<file path="src/rtl/range_tlbi_matcher.sv">
module range_tlbi_matcher #(
  parameter int ENTRIES = 8,
  parameter int ASID_W  = 16,
  localparam int IDX_W  = $clog2(ENTRIES),
  localparam int PG_W   = 41
) (
  input  logic              clk,
  input  logic              rst,
  input  logic              req_valid,
  output logic              req_ready,
  input  logic [63:0]       req_op,
  output logic              done,
  input  logic              fill_valid,
  input  logic [IDX_W-1:0]  fill_idx,
  input  logic [PG_W-1:0]   fill_vpn,
  input  logic [1:0]        fill_gran,
  input  logic [1:0]        fill_level,
  input  logic              fill_leaf,
  input  logic [ASID_W-1:0] fill_asid,
  input  logic              fill_global,
  input  logic [IDX_W-1:0]  probe_idx,
  output logic              probe_valid,
  output logic [ASID_W-1:0] probe_asid,
  output logic              probe_global
);

  logic [ENTRIES-1:0] ent_valid, ent_leaf;
  logic [PG_W-1:0]    ent_vpn  [ENTRIES];
  logic [1:0]         ent_gran [ENTRIES];
  logic [1:0]         ent_lvl  [ENTRIES];
  logic [ASID_W-1:0]  ent_asid [ENTRIES];
  logic [ENTRIES-1:0] ent_glb;

  logic             busy;
  logic [IDX_W-1:0] scan_idx;
  logic [1:0]       tg_q, ttl_q;
  logic [PG_W-1:0]  base_q;
  logic [PG_W:0]    lim_q;

  wire unused_hi = ^req_op[63:48];

  logic [1:0]      req_tg, req_scale, req_ttl;
  logic [5:0]      req_cnt;
  logic [2:0]      req_gsh;
  logic [4:0]      req_exp;
  logic [PG_W-1:0] req_base;
  logic [PG_W:0]   req_span, req_lim;

  assign req_tg    = req_op[47:46];
  assign req_scale = req_op[45:44];
  assign req_cnt   = {1'b0, req_op[43:39]} + 6'd1;
  assign req_ttl   = (req_tg == 2'b10 && req_op[38:37] == 2'b01) ? 2'b00 : req_op[38:37];
  assign req_gsh   = (req_tg == 2'b01) ? 3'd0 : (req_tg == 2'b10) ? 3'd2 : 3'd4;
  assign req_exp   = 5'd5 * {3'b0, req_scale} + 5'd1 + {2'b0, req_gsh};
  assign req_base  = {4'b0, req_op[36:0]} << req_gsh;
  assign req_span  = {36'b0, req_cnt} << req_exp;
  assign req_lim   = {1'b0, req_base} + req_span;

  assign req_ready = !busy;
  wire accept = req_valid && req_ready;

  logic [PG_W-1:0] sel_vpn;
  logic            hit, last;
  assign sel_vpn = ent_vpn[scan_idx];
  assign last    = scan_idx == IDX_W'(ENTRIES - 1);
  assign hit = ent_valid[scan_idx] && ent_leaf[scan_idx]
            && ent_gran[scan_idx] == tg_q
            && (ttl_q == 2'b00 || ent_lvl[scan_idx] == ttl_q)
            && sel_vpn >= base_q && {1'b0, sel_vpn} < lim_q;

  always_ff @(posedge clk) begin
    if (rst) begin
      busy      <= 1'b0;
      done      <= 1'b0;
      scan_idx  <= '0;
      ent_valid <= '0;
      ent_leaf  <= '0;
      tg_q      <= 2'b00;
      ttl_q     <= 2'b00;
      base_q    <= '0;
      lim_q     <= '0;
    end else begin
      done <= 1'b0;
      if (accept) begin
        scan_idx <= '0;
        tg_q     <= req_tg;
        ttl_q    <= req_ttl;
        base_q   <= req_base;
        lim_q    <= req_lim;
        if (req_tg == 2'b00) done <= 1'b1;
        else                 busy <= 1'b1;
      end else if (busy) begin
        if (hit) ent_valid[scan_idx] <= 1'b0;
        if (last) begin
          busy <= 1'b0;
          done <= 1'b1;
        end else begin
          scan_idx <= scan_idx + 1'b1;
        end
      end
      if (fill_valid) begin
        ent_valid[fill_idx] <= 1'b1;
        ent_leaf[fill_idx]  <= fill_leaf;
      end
    end
  end

  always_ff @(posedge clk) begin
    if (fill_valid) begin
      ent_vpn[fill_idx]  <= fill_vpn;
      ent_gran[fill_idx] <= fill_gran;
      ent_lvl[fill_idx]  <= fill_level;
      ent_asid[fill_idx] <= fill_asid;
      ent_glb[fill_idx]  <= fill_global;
    end
  end

  assign probe_valid  = ent_valid[probe_idx];
  assign probe_asid   = ent_asid[probe_idx];
  assign probe_global = ent_glb[probe_idx];

endmodule

</file>
<file path="config.mk">
export PLATFORM = sky130hd
export DESIGN_NAME = range_tlbi_matcher
export DESIGN_NICKNAME = d
export VERILOG_FILES = /design/src/rtl/range_tlbi_matcher.sv
export SDC_FILE = /design/constraint.sdc
export NUM_CORES = 1
export LEC_CHECK = 0
export BUFFER_PORTS_ARGS = -buffer_cell sky130_fd_sc_hd__buf_2
export CORE_ASPECT_RATIO = 1.4
export CORE_MARGIN = 8
export CORE_UTILIZATION = 58
export DETAILED_ROUTE_END_ITERATION = 10
export PLACE_DENSITY_LB_ADDON = 0.1
export SETUP_SLACK_MARGIN = 0.5
export SLEW_MARGIN = 40
export SYNTH_ARGS = -nofsm -noshare
export SYNTH_HDL_FRONTEND = slang
export SYNTH_SLANG_ARGS = --single-unit
</file>
<file path="constraint.sdc">
create_clock -name clk -period 8.05 [get_ports clk]
set_input_delay 1.61 -clock clk [delete_from_list [all_inputs] [get_ports clk]]
set_output_delay 1.61 -clock clk [all_outputs]
set_load 0.005 [all_outputs]
</file>
* Yosys cells after proc, flatten, opt, wreduce, memory -nomap -nowiden
Memory sizes are Yosys's and may differ from the RTL's. A register that Yosys moved wholly into a read port is not among the register bits.
Index checks and enable logic that the tools add are counted.
** Word-level totals
- Bits in registers :: 116
- Bits in writable memories :: 488
- Bits of input ports :: 137
- Output and inout bits :: 20
- Memories kept :: 4
** Cells by class
- Add/subtract/negate cells :: 5
- Multipliers :: 1
- Magnitude comparators :: 7
- Eq/ne operators :: 7
- Shift operators :: 2
- Muxes and demuxes :: 38
- Bitwise operators :: 4
- Reductions and logical operators :: 15
** Memories
- ent_vpn :: words 8, bits a word 41, rd ports 1, clocked after Yosys merged registers in 1, write ports 1, line 28 : logic [PG_W-1:0] ent_vpn [ENTRIES];
- ent_asid :: words 8, bits a word 16, rd ports 1, clocked after Yosys merged registers in 0, write ports 1, line 31 : logic [ASID_W-1:0] ent_asid [ENTRIES];
- ent_gran :: words 8, bits a word 2, rd ports 1, clocked after Yosys merged registers in 1, write ports 1, line 29 : logic [1:0] ent_gran [ENTRIES];
- ent_lvl :: words 8, bits a word 2, rd ports 1, clocked after Yosys merged registers in 1, write ports 1, line 30 : logic [1:0] ent_lvl [ENTRIES];
** Operators by type and width (number)
- $add 41x42->42 :: 1
- $lt 41x42->1 :: 1
- $shl 6x5->42 :: 1
- $ge 41x41->1 :: 1
- $shl 37x3->41 :: 1
- $mux 8 :: 5
- $mux 3 :: 8
- $bwmux 8 :: 2
- $mux 1 :: 16
- $bmux 1 s3 :: 4
- $lt 3x4->1 const B :: 3
- $logic_and 1x1->1 :: 9
- $and 8x8->8 :: 1
- $not 8->8 :: 1
- $or 8x8->8 :: 1
- $add 5x1->6 const B :: 1
- $demux 1 s3 :: 2
- $ge 3x1->1 const B :: 2
- $add 5x1->5 const B :: 1
- $add 5x3->5 :: 1
- $mul 3x2->5 const A :: 1
- $eq 2x1->1 const B :: 2
- $eq 2x2->1 :: 2
- $logic_not 2->1 :: 2
- other kinds (10) :: 10

* Logic depth before layout (Yosys ltp)
Gate-level depths: netlist (run 1).
- Depth after elaboration :: 13
- Mapped depth :: 21
- Mapped depth without buffers :: 19

* Worst setup path after synthesis (run 1)
Ideal clock, no wire load.
- Path kind :: in2reg
- Start point :: input port fill_idx[0]
- End point :: register ent_leaf[0]
- Library setup time :: 0.128 ns
- Data arrival time :: 6.675 ns
- Data required time :: 7.922 ns
- Setup slack :: 1.247 ns
- Stages on the path :: 4
- Path buffers :: 0
- Cells stage by stage :: nand2b_1 nor3_1 mux2i_1 nor2_1
** Between the ends
- Word-level cells in the longest chain between the ends :: 5
- Elaborated cells on any way between the ends :: 6
- Those cells by class :: order compare (2); mux (3); reduce/logical (1)
** RTL lines
- start, declared :: line 14 : input logic [IDX_W-1:0] fill_idx,
- $lt 3x4->1 (not written as such) or $ge 3x1->1 (tied branches) :: line 103 : ent_leaf[fill_idx] <= fill_leaf;
- $logic_and 1x1->1 (not written as such) :: line 103
- $mux 1 (not written as such) :: line 103
- $demux 1 s3 (*) :: line 103
- $bwmux 8 (*) :: line 103
- end signal, assigned by index :: line 103
- end, declared :: line 27 : logic [ENTRIES-1:0] ent_valid, ent_leaf;
Every way passes the cells marked *; elsewhere a longest branch is shown, timed or not.
A chain may end at the register's enable or synchronous reset.

* Final worst setup path (run 1)
- Start point :: input port req_op[46]
- End point :: register lim_q[38]
** Between the ends
- Word-level cells in the longest chain between the ends :: 6
- Elaborated cells on any way between the ends :: 8
- Those cells by class :: add/sub (2); eq/ne (2); shift (2); mux (2)
** RTL lines
- start, declared :: line 11 : input logic [63:0] req_op,
- $eq 2x2->1 :: line 53 : assign req_gsh = (req_tg == 2'b01) ? 3'd0 : (req_tg == 2'b10) ? 3'd2 : 3'd4;
- $mux 3 :: line 53
- $mux 3 (*) :: line 53
- $add 5x3->5 :: line 54 : assign req_exp = 5'd5 * {3'b0, req_scale} + 5'd1 + {2'b0, req_gsh};
- $shl 6x5->42 :: line 56 : assign req_span = {36'b0, req_cnt} << req_exp;
- $add 41x42->42 (*) :: line 57 : assign req_lim = {1'b0, req_base} + req_span;
- end signal, assigned :: line 89 : lim_q <= req_lim;
- end, declared :: line 38 : logic [PG_W:0] lim_q;
Marked as above.

==> flow_metrics.env, run 1 <==
export IMPL_synthMuxAreaShare_pct=15.8
export IMPL_start_util_pct=58.8
export IMPL_ys_seq_area_share_pct=60.6
export IMPL_r2r_slack_ps=3390
export IMPL_yosysWarningCount=0
export IMPL_die_x_um=202
export IMPL_critPathMaxFanout=15
export IMPL_synthArstFlopShare_pct=0
export IMPL_synthTopCellsByArea="edfxtp_1 53%, mux4_2 10%, dfxtp_1 7.9%"
export IMPL_worst_pin_slew_ps=831
export IMPL_cellPowerDensity_nw_per_um2=227
export IMPL_drt_first_iter_violations=1059
export IMPL_gp_congestion=0.945
export IMPL_path_buf_inv=3
export IMPL_crit_cells=19
export IMPL_pin_count=157
export IMPL_fp_dieH_um=277
export IMPL_synth_compound_area_share_pct=7.27
export IMPL_drv_cap=0
export IMPL_rsz0062_at_grt="no"
export IMPL_avgRoutedWirePerCell_um=23.2
export IMPL_synth_simple_gate_area_share_pct=6.94
export IMPL_dp_cells=2707
export IMPL_fin_crit_ps=6380
export IMPL_area_growth_pct=11.1
export IMPL_ant_nets=0
export IMPL_seq_area_um2=17100
export IMPL_cp_end_kind="flop"
export IMPL_synth_top_cell_by_area="edfxtp_1"
export IMPL_path_clk_slew_ps=70
export IMPL_leakagePower_nw=11.0
export IMPL_grt_antenna_before_repair=4
export IMPL_synth_edff_count=496
export IMPL_cts_resized=0
export IMPL_dp_hpwl_um=43200
export IMPL_setup_tns_final_ps=0
export IMPL_first_global_vias=17673
export IMPL_grt_overflow_total=0
export IMPL_cp_slowest_cell="fa_1"
export IMPL_numCtsBuffers=54
export IMPL_ys_seq_elements=607
export IMPL_synth_cells=2008
export IMPL_nFillCells=3495
export IMPL_netlist_area_leader_share_pct=52.7
export IMPL_synth_top_family_by_area="multiplexers"
export IMPL_setup_viol=0
export IMPL_critPathArrivalTime_ps=6830
export IMPL_synth_net_count=2273
export IMPL_cts_setup_buffers=0
export IMPL_port_buffers=140
export IMPL_timing_fmax_mhz=157
export IMPL_grtUsageTotal_pct=23.0
export IMPL_first_pass_iters=5
export IMPL_root_buffer="clkbuf_16"
export IMPL_die_area_um2=56100
export IMPL_worstPathCellList="buf_2, inv_1, ha_2, inv_2, ha_1, fa_1, mux2i_1, nor2_1, a21oi_1, nor2_1, ha_1, a21o_1, a21o_1, a21oi_1, o21ai_0, o31a_1, a211oi_1, mux2i_1, a21oi_1"
export IMPL_vdd_ir_drop_max_v=0.000211
export IMPL_drive_gt1_share_pct=21.0
export IMPL_fin_crit_sh_pct=79.2
export IMPL_holdPathStages=2
export IMPL_cts_tree="built"
export IMPL_hold_viol_final=0
export IMPL_h_tree_depth=2
export IMPL_hp_class="reg2reg"
export IMPL_routed_wl_um=65200
export IMPL_slew_headroom_pct=44.6
export IMPL_synth_ff_type="edfxtp_1"
export IMPL_cts_hold_buffers=0
export IMPL_cp_data_required_time_ps=8500
export IMPL_dr_total_vias=17016
export IMPL_cp_slowest_stage_delay_ps=890
export IMPL_clkSinkCount=607
export IMPL_finClkSkew_ps=21.3
export IMPL_core_area_um2=48000
export IMPL_yosys_area_share_adder_pct=5.72
export IMPL_grt_pass1_wl_um=100000
export IMPL_row_count=95
export IMPL_synthXorXnorAreaFrac_pct=1.09
export IMPL_cts_buffer_depth=3
export IMPL_reg2reg_depth=11
export IMPL_crit_path_frequent_cell="a21oi_1"
export IMPL_final_common_cell="edfxtp_1"
export IMPL_netlist_area_um2=28200
export IMPL_fin_nets=2398
export IMPL_cp_start_kind="primary input"
export IMPL_synthDistinctLibCells=69
export IMPL_drc=0
export IMPL_viasPerCell=6.07
export IMPL_layout_common_cells="496 x edfxtp_1, 183 x nand2_1, 158 x a21oi_1"
export IMPL_path_class="in2reg"
export IMPL_drv_slew=0
export IMPL_clock_latency_ps=600
export IMPL_avgSynthCellArea_um2=14.1
export IMPL_grt_max_degree=94
export IMPL_multi_input_area_um2=10400
export IMPL_fin_cells=2804
export IMPL_status="finished clean"
export IMPL_cp_top_family="compound AO/OA/AOI/OAI gates"
cell type report:
class | instances | share of cell area (%)
Sequential cell | 607 | 54.6
Tap cell | 630 | 2.51
Inverter | 98 | 1.17
Antenna cell | 2 | 0.0159
Timing Repair Buffer | 163 | 3.00
Clock buffer | 65 | 4.47
Clock inverter | 30 | 0.977
Multi-Input combinational cell | 1209 | 33.3
tightest hold or removal path: stages (launching register included):
cell and delay [ps]:
dfxtp_1 310, nand2_1 50, a21oi_1 50
routing by layer:
| metal | vias to the layer above | part of all wire [%] | global-route usage, % |
|---|---|---|---|
| li1 | 7935 | - | - |
| met4 | 4 | 4.0 | 9.43 |
| met3 | 127 | 4.4 | 3.11 |
| met1 | 8524 | 43 | 30.0 |
| met2 | 426 | 49 | 38.3 |
| met5 | - | 0.034 | 0 |
final timing paths:
path,from,endpoint
max reg2reg,flop,ent_valid[7]
max,req_op[46],lim_q[38]
min reg2reg,lim_q[22],lim_q[22]
min,lim_q[22],lim_q[22]
logic make-up (layout without fill, tap and decap cells):
group,after synthesis,in the layout
buf+inv,192,356
flops,607,607
mux,277,277
simple gates,428,428
compound gates,340,340
xor+xnor,35,35
fa+ha+maj,128,128
other cells,1,3
power breakdown:
group / internal (W) / switching, W
registers: 0.00353 / 0.0000485
clock network: 0.00138 / 0.00112
logic: 0.000422 / 0.000634
Yosys cell counts (all sizes together) (20+ instances only):
library cell and instances:
a21o 36, a21oi 158, buf 23, clkbuf 71, dfxtp 111, edfxtp 496
ha 126, inv 98, mux2 66, mux2i 84, mux4 127, nand2 184
nand3 36, nand4 20, nor2 94, nor3 23, o21ai 54, xnor2 21
through the flow:
step	util (%)	area, µm²	total power, W	hold WS, ps	setup slack [ps]
floorplan	-	28200	0.00436	432	1250
global placement	61.6	29600	0.00466	441	1180
detailed placement	61.8	29700	0.00469	445	1130
CTS	65.3	31400	0.00719	454	1750
global route	65.4	31400	0.00741	469	1400
finish	65.4	31400	0.00713	452	1670
sequential cells by signal, summed over array words and instances, names as in the netlist, named ones only:
name       cells
ent_asid     128
tg_q           2
lim_q         42
ent_vpn      328
ent_valid      8
busy           1
ent_lvl       16
scan_idx       3
base_q        41
ttl_q          2
ent_gran      16
ent_leaf       8
ent_glb        8
done           1
No activity file was read; power rests on OpenSTA's default activity.
==> run 2, diff against run 1 <==
Settings changed: CORE_UTILIZATION 58 to 55.
Clock period 8.05 ns to 5.8 ns, I/O delays scaled along.
==> run 2 against run 1 <==
Sequential power increased by 39%. Combinational power rose by 50%. Sequential share of layout area down 1.2 points. Critical path depth rose by 1. Die area up 5.1%.
==> flow_metrics.env, run 2 (same netlist as run 1, synthesis figures left out) <==
export IMPL_dp_hpwl_um=46500
export IMPL_cp_start_kind="primary input"
export IMPL_clock_latency_ps=610
export IMPL_fp_dieH_um=284
export IMPL_wl_met1_um=27900
export IMPL_row_count=98
export IMPL_r2r_slack_ps=1330
export IMPL_status="finished clean"
export IMPL_dp_cells=2777
export IMPL_viasPerCell=5.96
export IMPL_placed_area_um2=30100
export IMPL_pin_count=157
export IMPL_critPathMaxFanout=6
export IMPL_ant_nets=0
export IMPL_reg_top3="ent_vpn: 328 flops, ent_asid: 128 flops, lim_q: 42 flops"
export IMPL_final_common_cell="edfxtp_1"
export IMPL_dr_wl_met2_um=34900
export IMPL_hp_class="reg2reg"
export IMPL_nFillCells=3788
export IMPL_h_tree_depth=2
export IMPL_worst_pin_slew_ps=833
export IMPL_leakagePower_nw=11.3
export IMPL_top_register="ent_vpn"
export IMPL_avgRoutedWirePerCell_um=23.5
export IMPL_clkSinkCount=607
export IMPL_start_util_pct=55.5
export IMPL_rsz0062_at_grt="no"
export IMPL_reg2reg_depth=13
export IMPL_fin_crit_sh_pct=89.3
export IMPL_worstReg2RegEnd="ent_valid[6]"
export IMPL_first_global_vias=17850
export IMPL_met3_length_um=2990
export IMPL_grt_overflow_total=0
export IMPL_drc=0
export IMPL_grt_max_degree=73
export IMPL_numCtsBuffers=55
export IMPL_gp_congestion=0.997
export IMPL_vdd_ir_drop_max_v=0.000282
export IMPL_slew_headroom_pct=44.5
export IMPL_highest_layer="met5"
export IMPL_die_area_um2=58900
export IMPL_drv_slew=0
export IMPL_cts_buffer_depth=3
export IMPL_drv_cap=0
export IMPL_drt_first_iter_violations=1217
export IMPL_grt_pass1_wl_um=104000
export IMPL_fin_crit_ps=5180
export IMPL_grtUsageTotal_pct=22.8
export IMPL_area_growth_pct=13.6
export IMPL_dr_total_vias=17227
export IMPL_whs_ps=452
export IMPL_root_buffer="clkbuf_16"
export IMPL_finClkSkew_ps=16.8
export IMPL_crit_path_start="req_op[46]"
export IMPL_path_clk_slew_ps=70
export IMPL_cellPowerDensity_nw_per_um2=318
export IMPL_cp_data_required_time_ps=6310
export IMPL_drive_gt1_share_pct=23.7
export IMPL_path_class="in2reg"
export IMPL_first_pass_iters=5
export IMPL_final_area_um2=32100
export IMPL_die_x_um=208
export IMPL_hold_viol_final=0
export IMPL_cts_tree="built"
export IMPL_core_area_um2=50900
export IMPL_port_buffers=140
export IMPL_grt_antenna_before_repair=6
export IMPL_routed_wl_um=68000
export IMPL_cp_end_kind="flop"
export IMPL_fin_cells=2892
export IMPL_layout_common_cells="496 x edfxtp_1, 183 x nand2_1, 155 x a21oi_1"
export IMPL_fin_nets=2459
export IMPL_crit_end="lim_q[34]"
export IMPL_timing_fmax_mhz=193
export IMPL_critPathArrivalTime_ps=5690
export IMPL_cts_hold_buffers=0
export IMPL_setup_viol=0
export IMPL_largest_reg_flops=328
-- run 2: cell count changes in the layout (fill, tap and decap cells not counted), sizes merged --
| cell | change |
|---|---|
| clkbuf | +7 |
| buf | +59 |
| inv | -2 |
| clkinv | -1 |
| bufinv | +2 |
| clkinvlp | +3 |
-- run 2: power by group --
| group | switching (W) | internal [W] | leakage, nW |
|---|---|---|---|
| Clock | 0.00158 | 0.00206 | 0.858 |
| Combinational | 0.000917 | 0.000675 | 5.04 |
| Sequential | 0.0000685 | 0.00489 | 5.42 |
-- run 2: worst min path at each step --
| stage | start | endpoint | slack, ps | cells after the start |
|---|---|---|---|---|
| 4_1_cts | lim_q[20] | lim_q[20] | 450 | 2 |
| 2_1_floorplan | lim_q[6] | lim_q[6] | 430 | 2 |
| 6_report | lim_q[20] | lim_q[20] | 450 | 2 |
| 5_1_grt | lim_q[19] | lim_q[19] | 470 | 2 |
| 3_3_place_gp | lim_q[27] | lim_q[27] | 440 | 2 |
| 3_5_place_dp | lim_q[20] | lim_q[20] | 440 | 2 |
-- run 2: per-stage QoR --
step | setup slack [ps] | utilization [%] | setup TNS, ps | total power (W)
after global placement | 19.8 | 59.2 | 0 | 0.00657
final | 623 | 63.1 | 0 | 0.0102
after floorplan | 492 | - | 0 | 0.00607
after global routing | 515 | 63.1 | 0 | 0.0106
after CTS | 587 | 62.8 | 0 | 0.0102
after detailed placement | -41.0 | 59.2 | -74.4 | 0.00661
-- run 2: critical path: stages --
cell and delay [ps]:
buf_2 130, inv_1 80, ha_2 340, inv_2 60, ha_1 300, fa_2 550
clkbuf_2 180, nor2_1 130, nand2_1 90, mux2_2 300, nor2_1 150, ha_1 310
a21oi_2 170, o221ai_1 180, a211o_1 340, a31oi_4 280, o21a_1 250, nor4_1 100
or4_1 500, o311ai_1 80
-- run 2: cell type report --
class | count | area, µm² | area share (%)
clock buffers | 71 | 1470 | 4.57
diodes | 2 | 5.00 | 0.0156
inverters | 98 | 369 | 1.15
clock inverters | 32 | 333 | 1.04
flip-flops and latches | 607 | 17100 | 53.4
repair buffers | 223 | 1450 | 4.53
multi-input cells | 1209 | 10500 | 32.8
well taps | 650 | 813 | 2.53
-- run 2: per-layer routing --
| metal | GRT usage (%) | vias up |
|---|---|---|
| met5 | 0 | - |
| met4 | 7.82 | 4 |
| met3 | 3.18 | 105 |
| met2 | 40.7 | 429 |
| met1 | 28.2 | 8612 |
| li1 | - | 8077 |
-- run 2: repair_timing --
action	CTS	global route
endpoints found under the hold margin	0	0
endpoints found under the setup margin	0	17
resized for setup	0	6
buffers inserted	0	7
